$ cat src/rtl/ws_pkg.sv
package ws_pkg;
  localparam int BYTE_W = 8;
  localparam logic [6:0] LEN7_EXT16 = 7'd126;
  localparam logic [6:0] LEN7_EXT64 = 7'd127;

  typedef enum logic [2:0] {
    ST_HDR0,
    ST_HDR1,
    ST_EXT16,
    ST_EXT64,
    ST_KEY,
    ST_PAYLOAD,
    ST_DISCARD
  } ws_state_e;
endpackage

$ cat src/rtl/ws_hdr_ctrl.sv
module ws_hdr_ctrl
  import ws_pkg::*;
#(
  parameter int LEN_W     = 64,
  parameter int KEY_BYTES = 4
) (
  input  logic              clk,
  input  logic              rst_n,
  input  logic              fire,
  input  logic [BYTE_W-1:0] byte_in,
  input  logic              last_in,
  output ws_state_e         state,
  output logic              fin,
  output logic [2:0]        rsv,
  output logic [3:0]        opcode,
  output logic              masked,
  output logic [LEN_W-1:0]  len,
  output logic              rem_one,
  output logic              hdr_done,
  output logic              err_len,
  output logic              err_short
);
  localparam int EXT64_BYTES = LEN_W / BYTE_W;
  localparam int EXT16_BYTES = 2;
  localparam int CNT_W = (EXT64_BYTES > KEY_BYTES) ? $clog2(EXT64_BYTES) : $clog2(KEY_BYTES);

  ws_state_e st_q, st_n;
  logic [CNT_W-1:0] cnt_q, cnt_n;
  logic [LEN_W-1:0] len_q, len_n, rem_q, rem_n;
  logic fin_q, fin_n, msk_q, msk_n;
  logic [2:0] rsv_q, rsv_n;
  logic [3:0] op_q, op_n;
  logic hv_q, hv_n, el_q, el_n, es_q, es_n;
  logic len_known, hdr_end, in_header;

  always_comb begin
    st_n = st_q; cnt_n = cnt_q; len_n = len_q; rem_n = rem_q;
    fin_n = fin_q; rsv_n = rsv_q; op_n = op_q; msk_n = msk_q;
    hv_n = 1'b0; el_n = 1'b0; es_n = 1'b0;
    len_known = 1'b0; hdr_end = 1'b0;
    in_header = (st_q == ST_HDR0) || (st_q == ST_HDR1) || (st_q == ST_EXT16) ||
                (st_q == ST_EXT64) || (st_q == ST_KEY);
    if (fire) begin
      unique case (st_q)
        ST_HDR0: begin
          fin_n = byte_in[7];
          rsv_n = byte_in[6:4];
          op_n  = byte_in[3:0];
          msk_n = 1'b0;
          len_n = '0;
          st_n  = ST_HDR1;
        end
        ST_HDR1: begin
          msk_n = byte_in[7];
          if (byte_in[6:0] == LEN7_EXT16) begin
            st_n  = ST_EXT16;
            cnt_n = CNT_W'(EXT16_BYTES - 1);
          end else if (byte_in[6:0] == LEN7_EXT64) begin
            st_n  = ST_EXT64;
            cnt_n = CNT_W'(EXT64_BYTES - 1);
          end else begin
            len_n     = LEN_W'(byte_in[6:0]);
            len_known = 1'b1;
          end
        end
        ST_EXT16, ST_EXT64: begin
          len_n = {len_q[LEN_W-BYTE_W-1:0], byte_in};
          if (st_q == ST_EXT64 && cnt_q == CNT_W'(EXT64_BYTES - 1) && byte_in[7]) begin
            el_n = 1'b1;
            st_n = last_in ? ST_HDR0 : ST_DISCARD;
          end else if (cnt_q == '0) begin
            len_known = 1'b1;
          end else begin
            cnt_n = cnt_q - 1'b1;
          end
        end
        ST_KEY: begin
          if (cnt_q == '0) hdr_end = 1'b1;
          else cnt_n = cnt_q - 1'b1;
        end
        ST_PAYLOAD: begin
          rem_n = rem_q - 1'b1;
          if (rem_q == LEN_W'(1)) begin
            st_n = ST_HDR0;
          end else if (last_in) begin
            es_n = 1'b1;
            st_n = ST_HDR0;
          end
        end
        ST_DISCARD: begin
          if (last_in) st_n = ST_HDR0;
        end
        default: st_n = ST_HDR0;
      endcase

      if (len_known) begin
        if (msk_n) begin
          st_n  = ST_KEY;
          cnt_n = CNT_W'(KEY_BYTES - 1);
        end else begin
          hdr_end = 1'b1;
        end
      end

      if (hdr_end) begin
        rem_n = len_n;
        if (len_n == '0) begin
          hv_n = 1'b1;
          st_n = ST_HDR0;
        end else if (last_in) begin
          es_n = 1'b1;
          st_n = ST_HDR0;
        end else begin
          hv_n = 1'b1;
          st_n = ST_PAYLOAD;
        end
      end else if (in_header && last_in && !el_n) begin
        es_n = 1'b1;
        st_n = ST_HDR0;
      end
    end
  end

  always_ff @(posedge clk or negedge rst_n) begin
    if (!rst_n) begin
      st_q <= ST_HDR0; cnt_q <= '0; len_q <= '0; rem_q <= '0;
      fin_q <= 1'b0; rsv_q <= '0; op_q <= '0; msk_q <= 1'b0;
      hv_q <= 1'b0; el_q <= 1'b0; es_q <= 1'b0;
    end else begin
      st_q <= st_n; cnt_q <= cnt_n; len_q <= len_n; rem_q <= rem_n;
      fin_q <= fin_n; rsv_q <= rsv_n; op_q <= op_n; msk_q <= msk_n;
      hv_q <= hv_n; el_q <= el_n; es_q <= es_n;
    end
  end

  assign state     = st_q;
  assign fin       = fin_q;
  assign rsv       = rsv_q;
  assign opcode    = op_q;
  assign masked    = msk_q;
  assign len       = len_q;
  assign rem_one   = (rem_q == LEN_W'(1));
  assign hdr_done  = hv_q;
  assign err_len   = el_q;
  assign err_short = es_q;
endmodule

$ cat src/rtl/ws_unmask.sv
module ws_unmask
  import ws_pkg::*;
#(
  parameter int KEY_BYTES = 4
) (
  input  logic              clk,
  input  logic              rst_n,
  input  logic              clr,
  input  logic              key_we,
  input  logic              adv,
  input  logic              masked,
  input  logic [BYTE_W-1:0] din,
  output logic [BYTE_W-1:0] dout
);
  localparam int IDX_W = $clog2(KEY_BYTES);

  logic [IDX_W-1:0] idx_q;
  logic [KEY_BYTES-1:0][BYTE_W-1:0] key_q;

  always_ff @(posedge clk or negedge rst_n) begin
    if (!rst_n) idx_q <= '0;
    else if (clr) idx_q <= '0;
    else if (key_we || adv)
      idx_q <= (idx_q == IDX_W'(KEY_BYTES - 1)) ? '0 : idx_q + 1'b1;
  end

  for (genvar g = 0; g < KEY_BYTES; g++) begin : g_key
    always_ff @(posedge clk or negedge rst_n) begin
      if (!rst_n) key_q[g] <= '0;
      else if (key_we && idx_q == IDX_W'(g)) key_q[g] <= din;
    end
  end

  assign dout = masked ? (din ^ key_q[idx_q]) : din;
endmodule

$ cat src/rtl/ws_frame_parser.sv
module ws_frame_parser
  import ws_pkg::*;
#(
  parameter int LEN_W     = 64,
  parameter int KEY_BYTES = 4
) (
  input  logic              clk,
  input  logic              rst_n,
  input  logic              in_valid,
  output logic              in_ready,
  input  logic [7:0]        in_data,
  input  logic              in_last,
  output logic              out_valid,
  input  logic              out_ready,
  output logic [7:0]        out_data,
  output logic              out_last,
  output logic              hdr_valid,
  output logic              hdr_fin,
  output logic [2:0]        hdr_rsv,
  output logic [3:0]        hdr_opcode,
  output logic              hdr_masked,
  output logic [LEN_W-1:0]  hdr_len,
  output logic              err_len,
  output logic              err_short
);
  ws_state_e state;
  logic fire, rem_one, in_payload;

  assign in_payload = (state == ST_PAYLOAD);
  assign in_ready   = in_payload ? out_ready : 1'b1;
  assign fire       = in_valid && in_ready;
  assign out_valid  = in_valid && in_payload;
  assign out_last   = out_valid && rem_one;

  ws_hdr_ctrl #(.LEN_W(LEN_W), .KEY_BYTES(KEY_BYTES)) u_ctrl (
    .clk(clk), .rst_n(rst_n), .fire(fire), .byte_in(in_data), .last_in(in_last),
    .state(state), .fin(hdr_fin), .rsv(hdr_rsv), .opcode(hdr_opcode),
    .masked(hdr_masked), .len(hdr_len), .rem_one(rem_one), .hdr_done(hdr_valid),
    .err_len(err_len), .err_short(err_short)
  );

  ws_unmask #(.KEY_BYTES(KEY_BYTES)) u_unmask (
    .clk(clk), .rst_n(rst_n),
    .clr(fire && state == ST_HDR0),
    .key_we(fire && state == ST_KEY),
    .adv(fire && in_payload),
    .masked(hdr_masked),
    .din(in_data), .dout(out_data)
  );
endmodule

$ cat config.mk
export PLATFORM = sky130hd
export DESIGN_NAME = ws_frame_parser
export DESIGN_NICKNAME = d
export VERILOG_FILES = /design/src/rtl/ws_pkg.sv /design/src/rtl/ws_hdr_ctrl.sv /design/src/rtl/ws_unmask.sv /design/src/rtl/ws_frame_parser.sv
export SDC_FILE = /design/constraint.sdc
export NUM_CORES = 1
export LEC_CHECK = 0
export CAP_MARGIN = 15
export CORE_MARGIN = 1
export CORE_UTILIZATION = 50
export CTS_CLUSTER_DIAMETER = 120
export DETAILED_ROUTE_END_ITERATION = 12
export PLACE_DENSITY = 0.69
export SLEW_MARGIN = 40
export SYNTH_ARGS = -nofsm -noshare
export SYNTH_HDL_FRONTEND = slang
export SYNTH_SLANG_ARGS = --single-unit
export TNS_END_PERCENT = 100
$ cat constraint.sdc
create_clock -name clk -period 6.95 [get_ports clk]
set_clock_uncertainty 0.15 [all_clocks]
set_input_delay 1.39 -clock clk [delete_from_list [all_inputs] [get_ports clk]]
set_output_delay 1.39 -clock clk [all_outputs]
set_load 0.01 [all_outputs]
==> summary.json <==
{
  "cts_tree": {"value": "done"},
  "worstMarginPinSlew": {"value": 0.7849, "unit": "ns"},
  "drt_pass1_iterations": {"value": 5},
  "ys_seq_elements": {"value": 180},
  "end_kind": {"value": "output pin"},
  "clock_tree.htree_level_count": {"value": 4},
  "wire_length_of_the_first_global_routing_pass": {"value": 49.54, "unit": "mm"},
  "postRouteWirelength": {"value": 31.67, "unit": "mm"},
  "gr-usage-all-layers": {"value": 31.92, "unit": "%"},
  "finish.net_count": {"value": 1164},
  "post_cts_resized": {"value": 0},
  "synth.yosys.seq_area_share": {"value": 44.74, "unit": "%"},
  "setup_fix_bufs_post_cts": {"value": 0},
  "first_global_vias": {"value": 8529},
  "grt_max_degree": {"value": 108},
  "sequential_cell_area": {"value": 4504, "unit": "sq um"},
  "critical_path.cell_chain": {"value": "nor4_1 -> nand4b_1 -> or3_1 -> nor4_2 -> and2_1 -> clkdlybuf4s50_1"},
  "sequentialPowerShare": {"value": 35.2, "unit": "%"},
  "synthArstFlopShare": {"value": 100.0, "unit": "%"},
  "pwr-share-comb": {"value": 43.4, "unit": "%"},
  "crit-reg2reg-launch": {"value": "u_ctrl.state[1]$_DFFE_PN0P_"},
  "detail_route.vias_per_cell": {"value": 6.551},
  "start_util": {"value": 51.39, "unit": "%"},
  "standby_leakage_power": {"value": 4.672, "unit": "nW"},
  "timing.hold.worst_path_depth": {"value": 1},
  "final_critical_path_share_of_the_clock_period": {"value": 76.98, "unit": "%"},
  "clock_power_share": {"value": 21.4, "unit": "%"},
  "yosysWarnings": {"value": 0},
  "synth_fp_nets": {"value": 1112},
  "vias_post_dr": {"value": 9302},
  "final_core_utilization": {"value": 60.78, "unit": "%"},
  "hpwl": {"value": 21.54, "unit": "mm"},
  "globalRouteOverflowTotal": {"value": 0},
  "synth-main-ff-cell": {"value": "sky130_fd_sc_hd__dfrtp_1"},
  "report.power.total": {"value": 4.692, "unit": "mW"},
  "first_iter_violations": {"value": 921},
  "power_report.internal_total": {"value": 2.693, "unit": "mW"},
  "path_class": {"value": "reg2out"},
  "drc_errors": {"value": 0},
  "fmax": {"value": 0.1869, "unit": "GHz"},
  "cap_violations": {"value": 0},
  "multi_input_area": {"value": 5170, "unit": "sq um"},
  "crit_fanout": {"value": 6},
  "setup_viol": {"value": 0},
  "die_area": {"value": 20710, "unit": "sq um"},
  "clock_tree.buffer_depth": {"value": 2},
  "timing.critical_path.arrival": {"value": 3.81, "unit": "ns"},
  "whs_endpoint": {"value": "u_unmask.key_q[23]$_DFFE_PN0P_"},
  "reg2regPathDepth": {"value": 7},
  "hold_violations": {"value": 0},
  "port_buffers": {"value": 99},
  "regToRegSetupSlack": {"value": 3.46, "unit": "ns"},
  "run_status": {"value": "finished clean"},
  "postRouteAntennaNets": {"value": 0},
  "sw_frac_of_total": {"value": 42.60, "unit": "%"},
  "slew_violations": {"value": 0},
  "flow.area_growth_from_synthesis": {"value": 18.28, "unit": "%"},
  "synth.distinct_cells": {"value": 75},
  "synth_largest_area_cell": {"value": "sky130_fd_sc_hd__dfrtp_1"},
  "clock_latency": {"value": 0.45, "unit": "ns"},
  "syn_inst_count": {"value": 1090},
  "path_buf_inv": {"value": 1},
  "vdd_drop_max": {"value": 0.0001861, "unit": "V"},
  "data_required_time_at_the_worst_endpoint": {"value": 5.41, "unit": "ns"},
  "synth.avg_cell_area": {"value": 9.236, "unit": "sq um"},
  "finalWeightedCongestion": {"value": 0.9496},
  "wire_per_inst": {"value": 22.30, "unit": "um"},
  "capturing_point_of_the_worst_reg2reg_path": {"value": "u_ctrl.rem_q[23]$_DFFE_PN0P_"},
  "die-width": {"value": 143.9, "unit": "um"},
  "synth_enable_flop_cells": {"value": 0},
  "dieHeight": {"value": 143.9, "unit": "um"},
  "crit_slowest_cell": {"value": "sky130_fd_sc_hd__nor4_1"},
  "cts_inserted_buffers": {"value": 17},
  "core_region_area": {"value": 19590, "unit": "sq um"},
  "antenna_cells_inserted": {"value": 0},
  "grt_setup_unrepaired": {"value": "no"},
  "critical-path-top-delay-family": {"value": "simple AND/OR/NAND/NOR gates"},
  "syn_area": {"value": 10070, "unit": "sq um"},
  "setup_tns": {"value": 0, "unit": "ns"},
  "worst_setup_hold_path_clk_slew": {"value": 0.08, "unit": "ns"},
  "floorplan.io_pins": {"value": 100},
  "yosys-top-cells-area": {"value": "sky130_fd_sc_hd__dfrtp_1, sky130_fd_sc_hd__o21ai_0, sky130_fd_sc_hd__mux2_2"},
  "placementRows": {"value": 51},
  "numClockSinks": {"value": 180},
  "min-delay-start": {"value": "u_unmask.key_q[23]$_DFFE_PN0P_"},
  "ratio_of_cells_with_drive_above_1_in_the_final_layout": {"value": 11.17, "unit": "%"},
  "p_per_area": {"value": 394.0, "unit": "nW/um^2"},
  "antenna_found_initial": {"value": 0},
  "final.min_clock_period": {"value": 5.350, "unit": "ns"},
  "timing.slew.headroom": {"value": 47.27, "unit": "%"},
  "cts_hold_repair.buffers": {"value": 0},
  "filler_cell_count": {"value": 1699},
  "hold_class": {"value": "reg2reg"},
  "power_switching": {"value": 1.999, "unit": "mW"},
  "slowest_delay": {"value": 0.64, "unit": "ns"},
  "critical_path_startpoint_category": {"value": "flop"},
  "synth_top_area_share": {"value": 44.74, "unit": "%"},
  "cts-root-buf": {"value": "sky130_fd_sc_hd__clkbuf_16"}
}
==> final cells by class <==
| type | count | area share [%] |
|---|---|---|
| clock buffers | 17 | 3.573 |
| clock inverters | 15 | 1.692 |
| inverters | 18 | 0.5674 |
| multi-input cells | 810 | 43.42 |
| flip-flops and latches | 180 | 37.83 |
| well taps | 265 | 2.784 |
| repair buffers | 115 | 10.14 |
==> placed cells by master (no fill, tap or decap), types with 4 or more instances in the layout <==
| master | netlist | layout |
|---|---|---|
| sky130_fd_sc_hd__dfrtp_1 | 180 | 180 |
| sky130_fd_sc_hd__o21ai_0 | 125 | 125 |
| sky130_fd_sc_hd__nand2_1 | 119 | 118 |
| sky130_fd_sc_hd__clkdlybuf4s50_1 | 0 | 98 |
| sky130_fd_sc_hd__nor2_1 | 92 | 88 |
| sky130_fd_sc_hd__a21oi_1 | 63 | 62 |
| sky130_fd_sc_hd__a22oi_1 | 57 | 57 |
| sky130_fd_sc_hd__nor3_1 | 41 | 41 |
| sky130_fd_sc_hd__mux2_2 | 41 | 41 |
| sky130_fd_sc_hd__a22o_1 | 29 | 29 |
| sky130_fd_sc_hd__nor4_1 | 21 | 21 |
| sky130_fd_sc_hd__inv_1 | 18 | 18 |
| sky130_fd_sc_hd__a31oi_1 | 17 | 17 |
| sky130_fd_sc_hd__clkbuf_16 | 0 | 17 |
| sky130_fd_sc_hd__nand3_1 | 15 | 15 |
| sky130_fd_sc_hd__o22a_1 | 14 | 14 |
| sky130_fd_sc_hd__or3_1 | 12 | 12 |
| sky130_fd_sc_hd__or4_1 | 11 | 11 |
| sky130_fd_sc_hd__buf_4 | 0 | 10 |
| sky130_fd_sc_hd__ha_1 | 9 | 9 |
| sky130_fd_sc_hd__mux4_2 | 8 | 8 |
| sky130_fd_sc_hd__xnor2_1 | 8 | 8 |
| sky130_fd_sc_hd__or2_2 | 8 | 8 |
| sky130_fd_sc_hd__a221oi_1 | 8 | 8 |
| sky130_fd_sc_hd__clkinv_8 | 0 | 8 |
| sky130_fd_sc_hd__nand4_1 | 7 | 7 |
| sky130_fd_sc_hd__o21a_1 | 6 | 6 |
| sky130_fd_sc_hd__o22ai_1 | 6 | 6 |
| sky130_fd_sc_hd__and3_1 | 5 | 5 |
| sky130_fd_sc_hd__and2_1 | 5 | 5 |
| sky130_fd_sc_hd__a32o_1 | 5 | 5 |
| sky130_fd_sc_hd__o211ai_1 | 5 | 5 |
| sky130_fd_sc_hd__a32oi_1 | 5 | 5 |
| sky130_fd_sc_hd__a21o_1 | 5 | 4 |
| sky130_fd_sc_hd__inv_6 | 0 | 4 |
| sky130_fd_sc_hd__buf_16 | 0 | 4 |
==> power by group through the flow <==
stage	Clock [mW]	Combinational, mW	Sequential (mW)
6_report	1.00	2.04	1.65
5_1_grt	1.05	2.23	1.70
4_1_cts	1.01	2.01	1.64
3_5_place_dp	0	2.00	1.66
3_3_place_gp	0	1.91	1.65
2_1_floorplan	0	1.49	1.56
==> logic make-up (layout without fill, tap and decap cells) <==
kind of cell	after synthesis	in the layout	synth area share, %
compound gates	382	382	24.87
xor+xnor	8	8	0.6960
fa+ha+maj	9	9	1.119
buf+inv	100	165	4.574
flops	180	180	44.74
mux	52	52	6.674
simple gates	359	359	17.33
==> sequential cells by signal, summed over array words and instances (netlist names) <==
| name | flops |
|---|---|
| u_unmask.key_q | 32 |
| u_ctrl.opcode | 4 |
| u_ctrl.rem_q | 64 |
| u_ctrl.cnt_q | 3 |
| u_ctrl.err_short | 1 |
| u_ctrl.len | 64 |
| u_ctrl.fin | 1 |
| u_ctrl.state | 3 |
| u_ctrl.masked | 1 |
| u_ctrl.rsv | 3 |
| u_unmask.idx_q | 2 |
| u_ctrl.err_len | 1 |
| u_ctrl.hdr_done | 1 |
==> layer usage <==
metal / part of all wire, % / vias to the layer above / track usage (%)
met5: 0 / - / 0
met1: 42 / 4549 / 45.37
li1: - / 4194 / -
met4: 3.7 / 0 / 13.44
met2: 46 / 492 / 48.39
met3: 8.2 / 67 / 4.865
==> how the worst max path moves through the flow <==
stage / startpoint / cells past startpoint / endpoint / slack [ns]
4_1_cts: u_ctrl.rem_q[19]$_DFFE_PN0P_ / 6 / out_last / 1.67
5_1_grt: u_ctrl.rem_q[19]$_DFFE_PN0P_ / 6 / out_last / 1.46
3_3_place_gp: in_data[3] / 9 / u_ctrl.rem_q[23]$_DFFE_PN0P_ / 1.65
6_report: u_ctrl.rem_q[19]$_DFFE_PN0P_ / 6 / out_last / 1.60
2_1_floorplan: u_ctrl.rem_q[48]$_DFFE_PN0P_ / 6 / out_last / 3.11
3_5_place_dp: in_data[3] / 9 / u_ctrl.rem_q[23]$_DFFE_PN0P_ / 1.81
==> through the flow <==
step,setup slack (ns),std cells,cell area [sq um],hold slack (ns)
floorplan,3.105,1090,10070,0.3110
global placement,1.648,1383,11140,0.3329
detailed placement,1.807,1387,11240,0.3384
CTS,1.668,1419,11870,0.3560
global route,1.459,1420,11910,0.3728
finish,1.600,1420,11910,0.3560
==> cells in the mapped netlist, types with 5 or more instances <==
master and instances:
sky130_fd_sc_hd__a21o_1 5, sky130_fd_sc_hd__a21oi_1 63, sky130_fd_sc_hd__a221oi_1 8, sky130_fd_sc_hd__a22o_1 29, sky130_fd_sc_hd__a22oi_1 57, sky130_fd_sc_hd__a31oi_1 17
sky130_fd_sc_hd__a32o_1 5, sky130_fd_sc_hd__a32oi_1 5, sky130_fd_sc_hd__and2_1 5, sky130_fd_sc_hd__and3_1 5, sky130_fd_sc_hd__buf_1 8, sky130_fd_sc_hd__buf_2 10
sky130_fd_sc_hd__clkbuf_1 55, sky130_fd_sc_hd__clkbuf_8 5, sky130_fd_sc_hd__dfrtp_1 180, sky130_fd_sc_hd__ha_1 9, sky130_fd_sc_hd__inv_1 18, sky130_fd_sc_hd__mux2_2 41
sky130_fd_sc_hd__mux4_2 8, sky130_fd_sc_hd__nand2_1 119, sky130_fd_sc_hd__nand3_1 15, sky130_fd_sc_hd__nand4_1 7, sky130_fd_sc_hd__nor2_1 92, sky130_fd_sc_hd__nor3_1 41
sky130_fd_sc_hd__nor4_1 21, sky130_fd_sc_hd__o211ai_1 5, sky130_fd_sc_hd__o21a_1 6, sky130_fd_sc_hd__o21ai_0 125, sky130_fd_sc_hd__o22a_1 14, sky130_fd_sc_hd__o22ai_1 6
sky130_fd_sc_hd__or2_2 8, sky130_fd_sc_hd__or3_1 12, sky130_fd_sc_hd__or4_1 11, sky130_fd_sc_hd__xnor2_1 8
(Power assumes the default switching activity.)
